===== config.mk =====
export PLATFORM = sky130hd
export DESIGN_NAME = modulo_ram_agu
export DESIGN_NICKNAME = d
export VERILOG_FILES = /design/src/rtl/agu_pkg.sv /design/src/rtl/agu_size_reg.sv /design/src/rtl/agu_base_ptr.sv /design/src/rtl/agu_page_mod.sv /design/src/rtl/modulo_ram_agu.sv
export SDC_FILE = /design/constraint.sdc
export NUM_CORES = 1
export LEC_CHECK = 0
export BUFFER_PORTS_ARGS = -buffer_cell sky130_fd_sc_hd__buf_4
export CAP_MARGIN = 30
export CELL_PAD_IN_SITES_DETAIL_PLACEMENT = 1
export CELL_PAD_IN_SITES_GLOBAL_PLACEMENT = 1
export CORE_MARGIN = 3
export CORE_UTILIZATION = 35
export CTS_CLUSTER_DIAMETER = 30
export CTS_CLUSTER_SIZE = 20
export DETAILED_ROUTE_END_ITERATION = 12
export MAX_ROUTING_LAYER = met4
export PLACE_DENSITY_LB_ADDON = 0.1
export RECOVER_POWER = 100
export SYNTH_ARGS = -nofsm -noshare
export SYNTH_HDL_FRONTEND = slang
export SYNTH_HIERARCHICAL = 1
export SYNTH_SLANG_ARGS = --single-unit
export TNS_END_PERCENT = 20

===== constraint.sdc =====
create_clock -name clk -period 9.85 [get_ports clk]
set_clock_uncertainty 0.05 [all_clocks]
set_input_delay 1.97 -clock clk [delete_from_list [all_inputs] [get_ports clk]]
set_output_delay 1.97 -clock clk [all_outputs]
set_load 0.1 [all_outputs]

===== src/rtl/agu_pkg.sv =====
// Package: shared types for the modulo address generator.
// Assumes: nothing beyond IEEE 1800-2017.
package agu_pkg;

    // Which region an access targets.
    typedef enum logic {
        ACC_CIRC   = 1'b0,
        ACC_LINEAR = 1'b1
    } acc_mode_e;

    // Reset page count default: the whole memory is circular.
    localparam int unsigned DEFAULT_PAGES = 12;

endpackage : agu_pkg


===== src/rtl/agu_size_reg.sv =====
// Module: agu_size_reg
// Holds the circular-region size in pages. It loads on a write strobe and
// clamps values above NUM_PAGES to NUM_PAGES. Reset sets it to NUM_PAGES.
// Assumes: NUM_PAGES fits in SIZE_W bits.
module agu_size_reg #(
    parameter int unsigned NUM_PAGES = 12,
    parameter int unsigned SIZE_W    = 4
) (
    input  logic              clk,
    input  logic              rst_n,
    input  logic              size_wr,
    input  logic [SIZE_W-1:0] size_cfg,
    output logic [SIZE_W-1:0] size_q
);

    localparam logic [SIZE_W-1:0] FULL = SIZE_W'(NUM_PAGES);

    logic [SIZE_W-1:0] cfg_clamped;

    // Limit the requested size to the number of pages present.
    always_comb begin
        cfg_clamped = (size_cfg > FULL) ? FULL : size_cfg;
    end

    // Size register: full memory after reset, new value on a write.
    always_ff @(posedge clk) begin
        if (!rst_n) begin
            size_q <= FULL;
        end else if (size_wr) begin
            size_q <= cfg_clamped;
        end
    end

    assert_size_clamped_R3: assert property (@(posedge clk) disable iff (!rst_n)
        size_q <= FULL);

    assert_size_load_R2: assert property (@(posedge clk) disable iff (!rst_n)
        (size_wr && size_cfg <= FULL) |=> size_q == $past(size_cfg));

    assert_size_hold_R2: assert property (@(posedge clk) disable iff (!rst_n)
        !size_wr |=> $stable(size_q));

endmodule : agu_size_reg


===== src/rtl/agu_base_ptr.sv =====
// Module: agu_base_ptr
// The base pointer of the circular region. Each step strobe moves it down
// by one word, wrapping from 0 to region_len-1. A clear strobe (a size
// change) returns it to 0. It stays at 0 while the region is empty.
// Assumes: region_len changes only in a cycle where clear is asserted.
module agu_base_ptr #(
    parameter int unsigned ADDR_W = 13,
    parameter int unsigned LEN_W  = 14
) (
    input  logic              clk,
    input  logic              rst_n,
    input  logic              step,
    input  logic              clear,
    input  logic [LEN_W-1:0]  region_len,
    output logic [ADDR_W-1:0] base
);

    logic [LEN_W-1:0] len_m1;

    // Last word of the region, the wrap target of a decrement.
    always_comb begin
        len_m1 = region_len - LEN_W'(1);
    end

    // Pointer update: clear has priority, then a wrapping decrement.
    always_ff @(posedge clk) begin
        if (!rst_n) begin
            base <= '0;
        end else if (clear) begin
            base <= '0;
        end else if (step && region_len != '0) begin
            base <= (base == '0) ? ADDR_W'(len_m1) : base - ADDR_W'(1);
        end
    end

    assert_base_in_region_R5: assert property (@(posedge clk) disable iff (!rst_n)
        (region_len != '0) |-> (LEN_W'(base) < region_len));

    assert_base_empty_region_R8: assert property (@(posedge clk) disable iff (!rst_n)
        (region_len == '0) |-> (base == '0));

    assert_base_cleared_R4: assert property (@(posedge clk) disable iff (!rst_n)
        clear |=> (base == '0));

    assert_base_hold_R10: assert property (@(posedge clk) disable iff (!rst_n)
        (!step && !clear) |=> $stable(base));

endmodule : agu_base_ptr


===== src/rtl/agu_page_mod.sv =====
// Module: agu_page_mod
// Combinational remainder of a small page number by the region size in
// pages. It is a restoring divider unrolled into QB compare/subtract
// stages, one stage per bit of the page number.
// Assumes: divisor != 0 whenever rem is used. With divisor 0 the caller
// discards rem.
module agu_page_mod #(
    parameter int unsigned QB     = 5,
    parameter int unsigned SIZE_W = 4
) (
    input  logic [QB-1:0]     page_in,
    input  logic [SIZE_W-1:0] divisor,
    output logic [SIZE_W-1:0] rem
);

    localparam int unsigned W = QB + SIZE_W;

    logic [W-1:0] stage_val [QB+1];

    assign stage_val[0] = W'(page_in);

    // One stage per quotient bit, highest weight first.
    for (genvar k = 0; k < QB; k++) begin : g_stage
        localparam int unsigned SH = QB - 1 - k;
        logic [W-1:0] trial;
        assign trial = W'(divisor) << SH;
        assign stage_val[k+1] = (stage_val[k] >= trial) ? stage_val[k] - trial
                                                        : stage_val[k];
    end

    assign rem = SIZE_W'(stage_val[QB]);

    // The final remainder must lie below the divisor.
    always_comb begin
        if (divisor != '0) begin
            assert_rem_below_size_R6: assert (stage_val[QB] < W'(divisor));
        end
    end

endmodule : agu_page_mod


===== src/rtl/modulo_ram_agu.sv =====
// Module: modulo_ram_agu (top)
// Registered physical address generator for a paged data memory. The lower
// region of the memory is circular; the pages above it are addressed
// directly.
// Assumes: the page size is a power of two. Offsets cover OFFSET_W bits.
// The size register is the only configuration.
module modulo_ram_agu
    import agu_pkg::*;
#(
    parameter  int unsigned PAGE_WORDS = 512,
    parameter  int unsigned NUM_PAGES  = DEFAULT_PAGES,
    parameter  int unsigned OFFSET_W   = 13,
    localparam int unsigned PAGE_BITS  = $clog2(PAGE_WORDS),
    localparam int unsigned MEM_WORDS  = PAGE_WORDS * NUM_PAGES,
    localparam int unsigned ADDR_W     = $clog2(MEM_WORDS),
    localparam int unsigned SIZE_W     = $clog2(NUM_PAGES + 1)
) (
    input  logic                clk,
    input  logic                rst_n,
    input  logic                size_wr,
    input  logic [SIZE_W-1:0]   size_cfg,
    input  logic                frame_end,
    input  logic [OFFSET_W-1:0] offset,
    input  logic                linear_sel,
    output logic [ADDR_W-1:0]   phys_addr
);

    localparam int unsigned LEN_W = ADDR_W + 1;
    localparam int unsigned SUM_W = ((ADDR_W > OFFSET_W) ? ADDR_W : OFFSET_W) + 1;
    localparam int unsigned QB    = SUM_W - PAGE_BITS;

    logic [SIZE_W-1:0] size_q;
    logic [LEN_W-1:0]  region_len;
    logic [ADDR_W-1:0] base;
    logic [SUM_W-1:0]  circ_sum;
    logic [SIZE_W-1:0] page_rem;
    logic [ADDR_W-1:0] circ_addr;
    logic [ADDR_W-1:0] lin_addr;
    logic [ADDR_W-1:0] next_addr;
    acc_mode_e         mode;

    agu_size_reg #(
        .NUM_PAGES (NUM_PAGES),
        .SIZE_W    (SIZE_W)
    ) size_reg_i (
        .clk      (clk),
        .rst_n    (rst_n),
        .size_wr  (size_wr),
        .size_cfg (size_cfg),
        .size_q   (size_q)
    );

    // Region length in words: pages times the page size.
    always_comb begin
        region_len = LEN_W'({size_q, {PAGE_BITS{1'b0}}});
    end

    agu_base_ptr #(
        .ADDR_W (ADDR_W),
        .LEN_W  (LEN_W)
    ) base_ptr_i (
        .clk        (clk),
        .rst_n      (rst_n),
        .step       (frame_end),
        .clear      (size_wr),
        .region_len (region_len),
        .base       (base)
    );

    // Unwrapped circular sum; the page field goes to the reducer.
    always_comb begin
        circ_sum = SUM_W'(base) + SUM_W'(offset);
    end

    agu_page_mod #(
        .QB     (QB),
        .SIZE_W (SIZE_W)
    ) page_mod_i (
        .page_in (circ_sum[SUM_W-1:PAGE_BITS]),
        .divisor (size_q),
        .rem     (page_rem)
    );

    // Address candidates for both regions and the selection between them.
    always_comb begin
        circ_addr = ADDR_W'({page_rem, circ_sum[PAGE_BITS-1:0]});
        lin_addr  = ADDR_W'(region_len + LEN_W'(offset));
        mode      = linear_sel ? ACC_LINEAR : ACC_CIRC;
        if (mode == ACC_LINEAR || size_q == '0) begin
            next_addr = lin_addr;
        end else begin
            next_addr = circ_addr;
        end
    end

    // Output register: one clock of latency from the inputs.
    always_ff @(posedge clk) begin
        if (!rst_n) begin
            phys_addr <= '0;
        end else begin
            phys_addr <= next_addr;
        end
    end

    assert_circ_in_region_R6: assert property (@(posedge clk) disable iff (!rst_n)
        (!linear_sel && region_len != '0) |=> (LEN_W'(phys_addr) < $past(region_len)));

    assert_linear_above_region_R7: assert property (@(posedge clk) disable iff (!rst_n)
        (linear_sel && offset == '0) |=> (LEN_W'(phys_addr) == $past(region_len)));

endmodule : modulo_ram_agu


==> results.ini <==
[run_status]
run_status = complete, no violations

[sta]
relSlewSlack_pct = 22.5
min_period_over_period_pct = 99.4
hold_viol_final = 0
worstMarginPinSlew_ns = 1.17
final.hold.worst_slack_ns = 0.522
finalWorstSetupSlack_ns = 0.0586
final_max_slew_viol_count = 0
setup_repair_after_global_routing_missed_its_margin = true
clock.fmax_mhz = 102
timing.final.crit_period_ns = 9.79
finalSetupViolCount = 0
tns_ns = 0

[layout]
layout-area-overhead-vs-synth_pct = 39.7
antenna_cells_inserted = 0
post_route_cells_drive_above_1_share_pct = 29.6
multi_input_area_um2 = 3410
nets = 659
total_area_of_sequential_cells_um2 = 601
nFillCells = 1245
post_route_cell_area_um2 = 5100

[clocking]
tritoncts.num_buffers = 5
clock_latency_ns = 0.30
clock_root_buffer = clkbuf_8
cts.clk_slew.worst_paths_ns = 0.07
cts.sinks = 30
clock_tree.buffer_depth = 2
clock_tree_from_tritoncts = done
htreeDepth = 2

[floorplan]
io_pins = 35
die-height_um = 108
row_count = 36
design.core.area_um2 = 9950
floorplan.initialDensity_pct = 36.7
die_area_um2 = 11700
die_width_um = 108

[yosys]
synthTopCellsByArea = dfxtp_1, ha_1, a21oi_1, mux2i_1, nand2_1
ys.warnings.count = 6
postSynth.topFlopCell = dfxtp_1
count_of_unique_library_cells_instantiated_by_yosys = 84
synth_area_per_cell_um2 = 8.01
synth.cell_area_um2 = 3650
synth_seq_area_share_pct = 16.4
async_reset_ff_share_pct = 0
synth_enable_flop_cells = 0
ys_seq_elements = 30
post-synth-top-area-fraction_pct = 16.4
yosysTopAreaCell = dfxtp_1
postSynthCellCount = 456

[power]
ir_drop_mv = 0.163
power_density_nw_per_um2 = 324
post-layout-total-power_mw = 1.65
p_leak_nw = 2.23

[critical_path]
cpMaxStageDelayCell = fa_2
cp_slowest_stage_delay_ns = 0.40
regToRegSetupSlack_ns = 1.27
crit-reg2reg-capture = phys_addr[10]$_SDFF_PN0_
critPathArrivalTime_ns = 9.94
timing.critical_path.buf_inv = 7
worstPathRequired_ns = 9.99
setup.worst_path.end_class = flop
timing.rr.start = base_ptr_i/base[0]$_SDFFE_PP0P_
path_delay_family = compound AO/OA/AOI/OAI gates
worst-path-max-fanout = 5
r2r_cells = 39
critical_path_class = in -> reg
critical_path.startpoint_type = input port

[global_routing]
track_usage_pct = 21.0
initial_antenna_violation_count = 0
grt_max_degree = 26
first_global_vias = 3946
overflow = 0
grt_pass1_wl_mm = 19.4

[drt]
routed-via-count = 3960
wl_met2_mm = 5.83
drt-initial-drc-count = 202
post-route-drc-count = 0
wirelength_mm = 12.7
wl_per_cell_um = 17.4
top_signal_layer_used = met4
firstDrtPassIters = 4
detail-route-antenna-nets = 0
met3WireLength_um = 516
m1WireLength_mm = 6.17
routed_via_density = 5.42

[placement]
globalplace.congestion = 0.898
hpwl_after_detailed_placement_mm = 9.31
io_buffers = 34
detailedPlace.worstSlack_ns = -0.407
dpl-instance-area_um2 = 4630

[worst_hold_path]
min-delay-path-class = reg -> reg
min_from = base_ptr_i/base[12]$_SDFFE_PP0P_
end_of_the_worst_hold_path = base_ptr_i/base[12]$_SDFFE_PP0P_
whs_path_depth = 2

[run]
maxCapViolations = 0

power breakdown:
part	leakage [nW]	internal, mW	switching, mW	total, mW
sequential	0.247	0.152	0.0417	0.194
combinational	1.94	0.612	0.737	1.35
clock	0.0472	0.0562	0.0545	0.111
total	2.23	0.820	0.833	1.65
cells in the final DEF (no fill, tap or decap), types with 4 or more instances in the layout:
master	instances
dfxtp_1	30
o211ai_1	4
nand4_1	8
nand3_1	12
a21o_1	7
a21oi_2	6
nand3b_1	5
a31oi_1	4
clkbuf_8	6
nor2_1	23
mux2i_1	15
nand2b_1	7
conb_1	45
nor2b_1	7
o21ai_0	19
o22ai_1	6
a211oi_1	4
nor3_1	12
o211a_1	5
nor4_1	7
clkbuf_1	15
xnor2_1	14
nand2_1	41
a21boi_0	4
o21ai_2	5
ha_1	21
a21oi_1	29
buf_4	85
ha_4	12
and2_1	8
inv_1	22
logic make-up after synthesis:
logic type | share of synthesized area (%)
AOI/OAI and AO/OA | 26.0
xor gates and xnor gates | 4.32
adders and majority gates | 14.9
buffers and inverters | 4.11
DFF | 16.4
muxes | 6.10
other | 0.103
and+or+nand+nor | 28.0
per-layer routing:
layer | global-route usage (%) | vias to the layer above
met3 | 2.93 | 16
met4 | 4.42 | 0
met1 | 28.3 | 1907
met5 | - | -
met2 | 33.7 | 79
li1 | - | 1958
per-stage QoR:
stage / utilization, % / std cells
3_5_place_dp: 46.5 / 706
6_report: 51.2 / 731
4_1_cts: 47.9 / 716
2_1_floorplan: - / 500
3_3_place_gp: 46.5 / 706
5_1_grt: 51.2 / 731
worst register-to-register path, delay by kind of cell, from the launching register on:
family                   cells  cell delay (ns)
AO/OA/AOI/OAI               14             3.01
adder cells (fa/ha/maj)      6             1.59
buffers and inverters        5             0.65
flip-flops                   1             0.50
multiplexers                 3             0.75
AND/OR/NAND/NOR             11             1.95
cells in the mapped netlist (3+ instances only):
cell type / n
xnor2_1: 15
or4_4: 3
a21boi_1: 6
o211ai_1: 4
o21ai_0: 25
a31oi_1: 5
nor4b_1: 3
and3_1: 3
nor3b_1: 3
nor4_1: 8
nor2_1: 24
ha_1: 34
nor3_1: 13
nor2b_1: 8
mux2i_1: 17
or3_1: 3
xor2_1: 3
buf_2: 6
o22ai_1: 6
and2_1: 9
clkbuf_1: 6
a21o_1: 7
nand4b_1: 3
nand3b_1: 5
a211oi_1: 4
o21bai_1: 3
fa_1: 6
dfxtp_1: 30
o211a_1: 5
nand2_1: 44
inv_1: 23
nand2b_1: 7
a21oi_1: 36
nand3_1: 14
nand4_1: 8
o21a_1: 3
what timing repair did:
action | 4_1_cts | 5_1_grt
endpoints found under the setup margin | 4 | 4
gates resized for setup | 6 | 50
buffers inserted | 2 | 15
pin swaps | 2 | 35
hold buffers | 0 | 0
gates cloned | 0 | 0
registers in the layout (all words and copies together) (netlist names):
register / flops
phys_addr: 13
size_reg_i/size_q: 4
base_ptr_i/base: 13
worst max-delay path by stage:
| stage | start | slack (ns) | cells after the start | to |
|---|---|---|---|---|
| final | offset[1] | 0.06 | 40 | phys_addr[10]$_SDFF_PN0_ |
| after global routing | offset[1] | -0.29 | 41 | phys_addr[10]$_SDFF_PN0_ |
| after CTS | offset[1] | 0.0004 | 42 | phys_addr[11]$_SDFF_PN0_ |
| after detailed placement | offset[1] | -0.41 | 43 | phys_addr[11]$_SDFF_PN0_ |
| after global placement | offset[1] | -0.05 | 43 | phys_addr[9]$_SDFF_PN0_ |
| after floorplan | offset[1] | 0.05 | 37 | phys_addr[10]$_SDFF_PN0_ |
layout make-up:
type                    instances  area share, %
clock buffers                   6           1.62
clock inverters                 2          0.245
inverters                      23           1.74
multi-input cells             433           66.8
flip-flops and latches         30           11.8
well taps                     133           3.26
repair buffers                104           14.6
No activity file was read; power rests on OpenSTA's default activity.
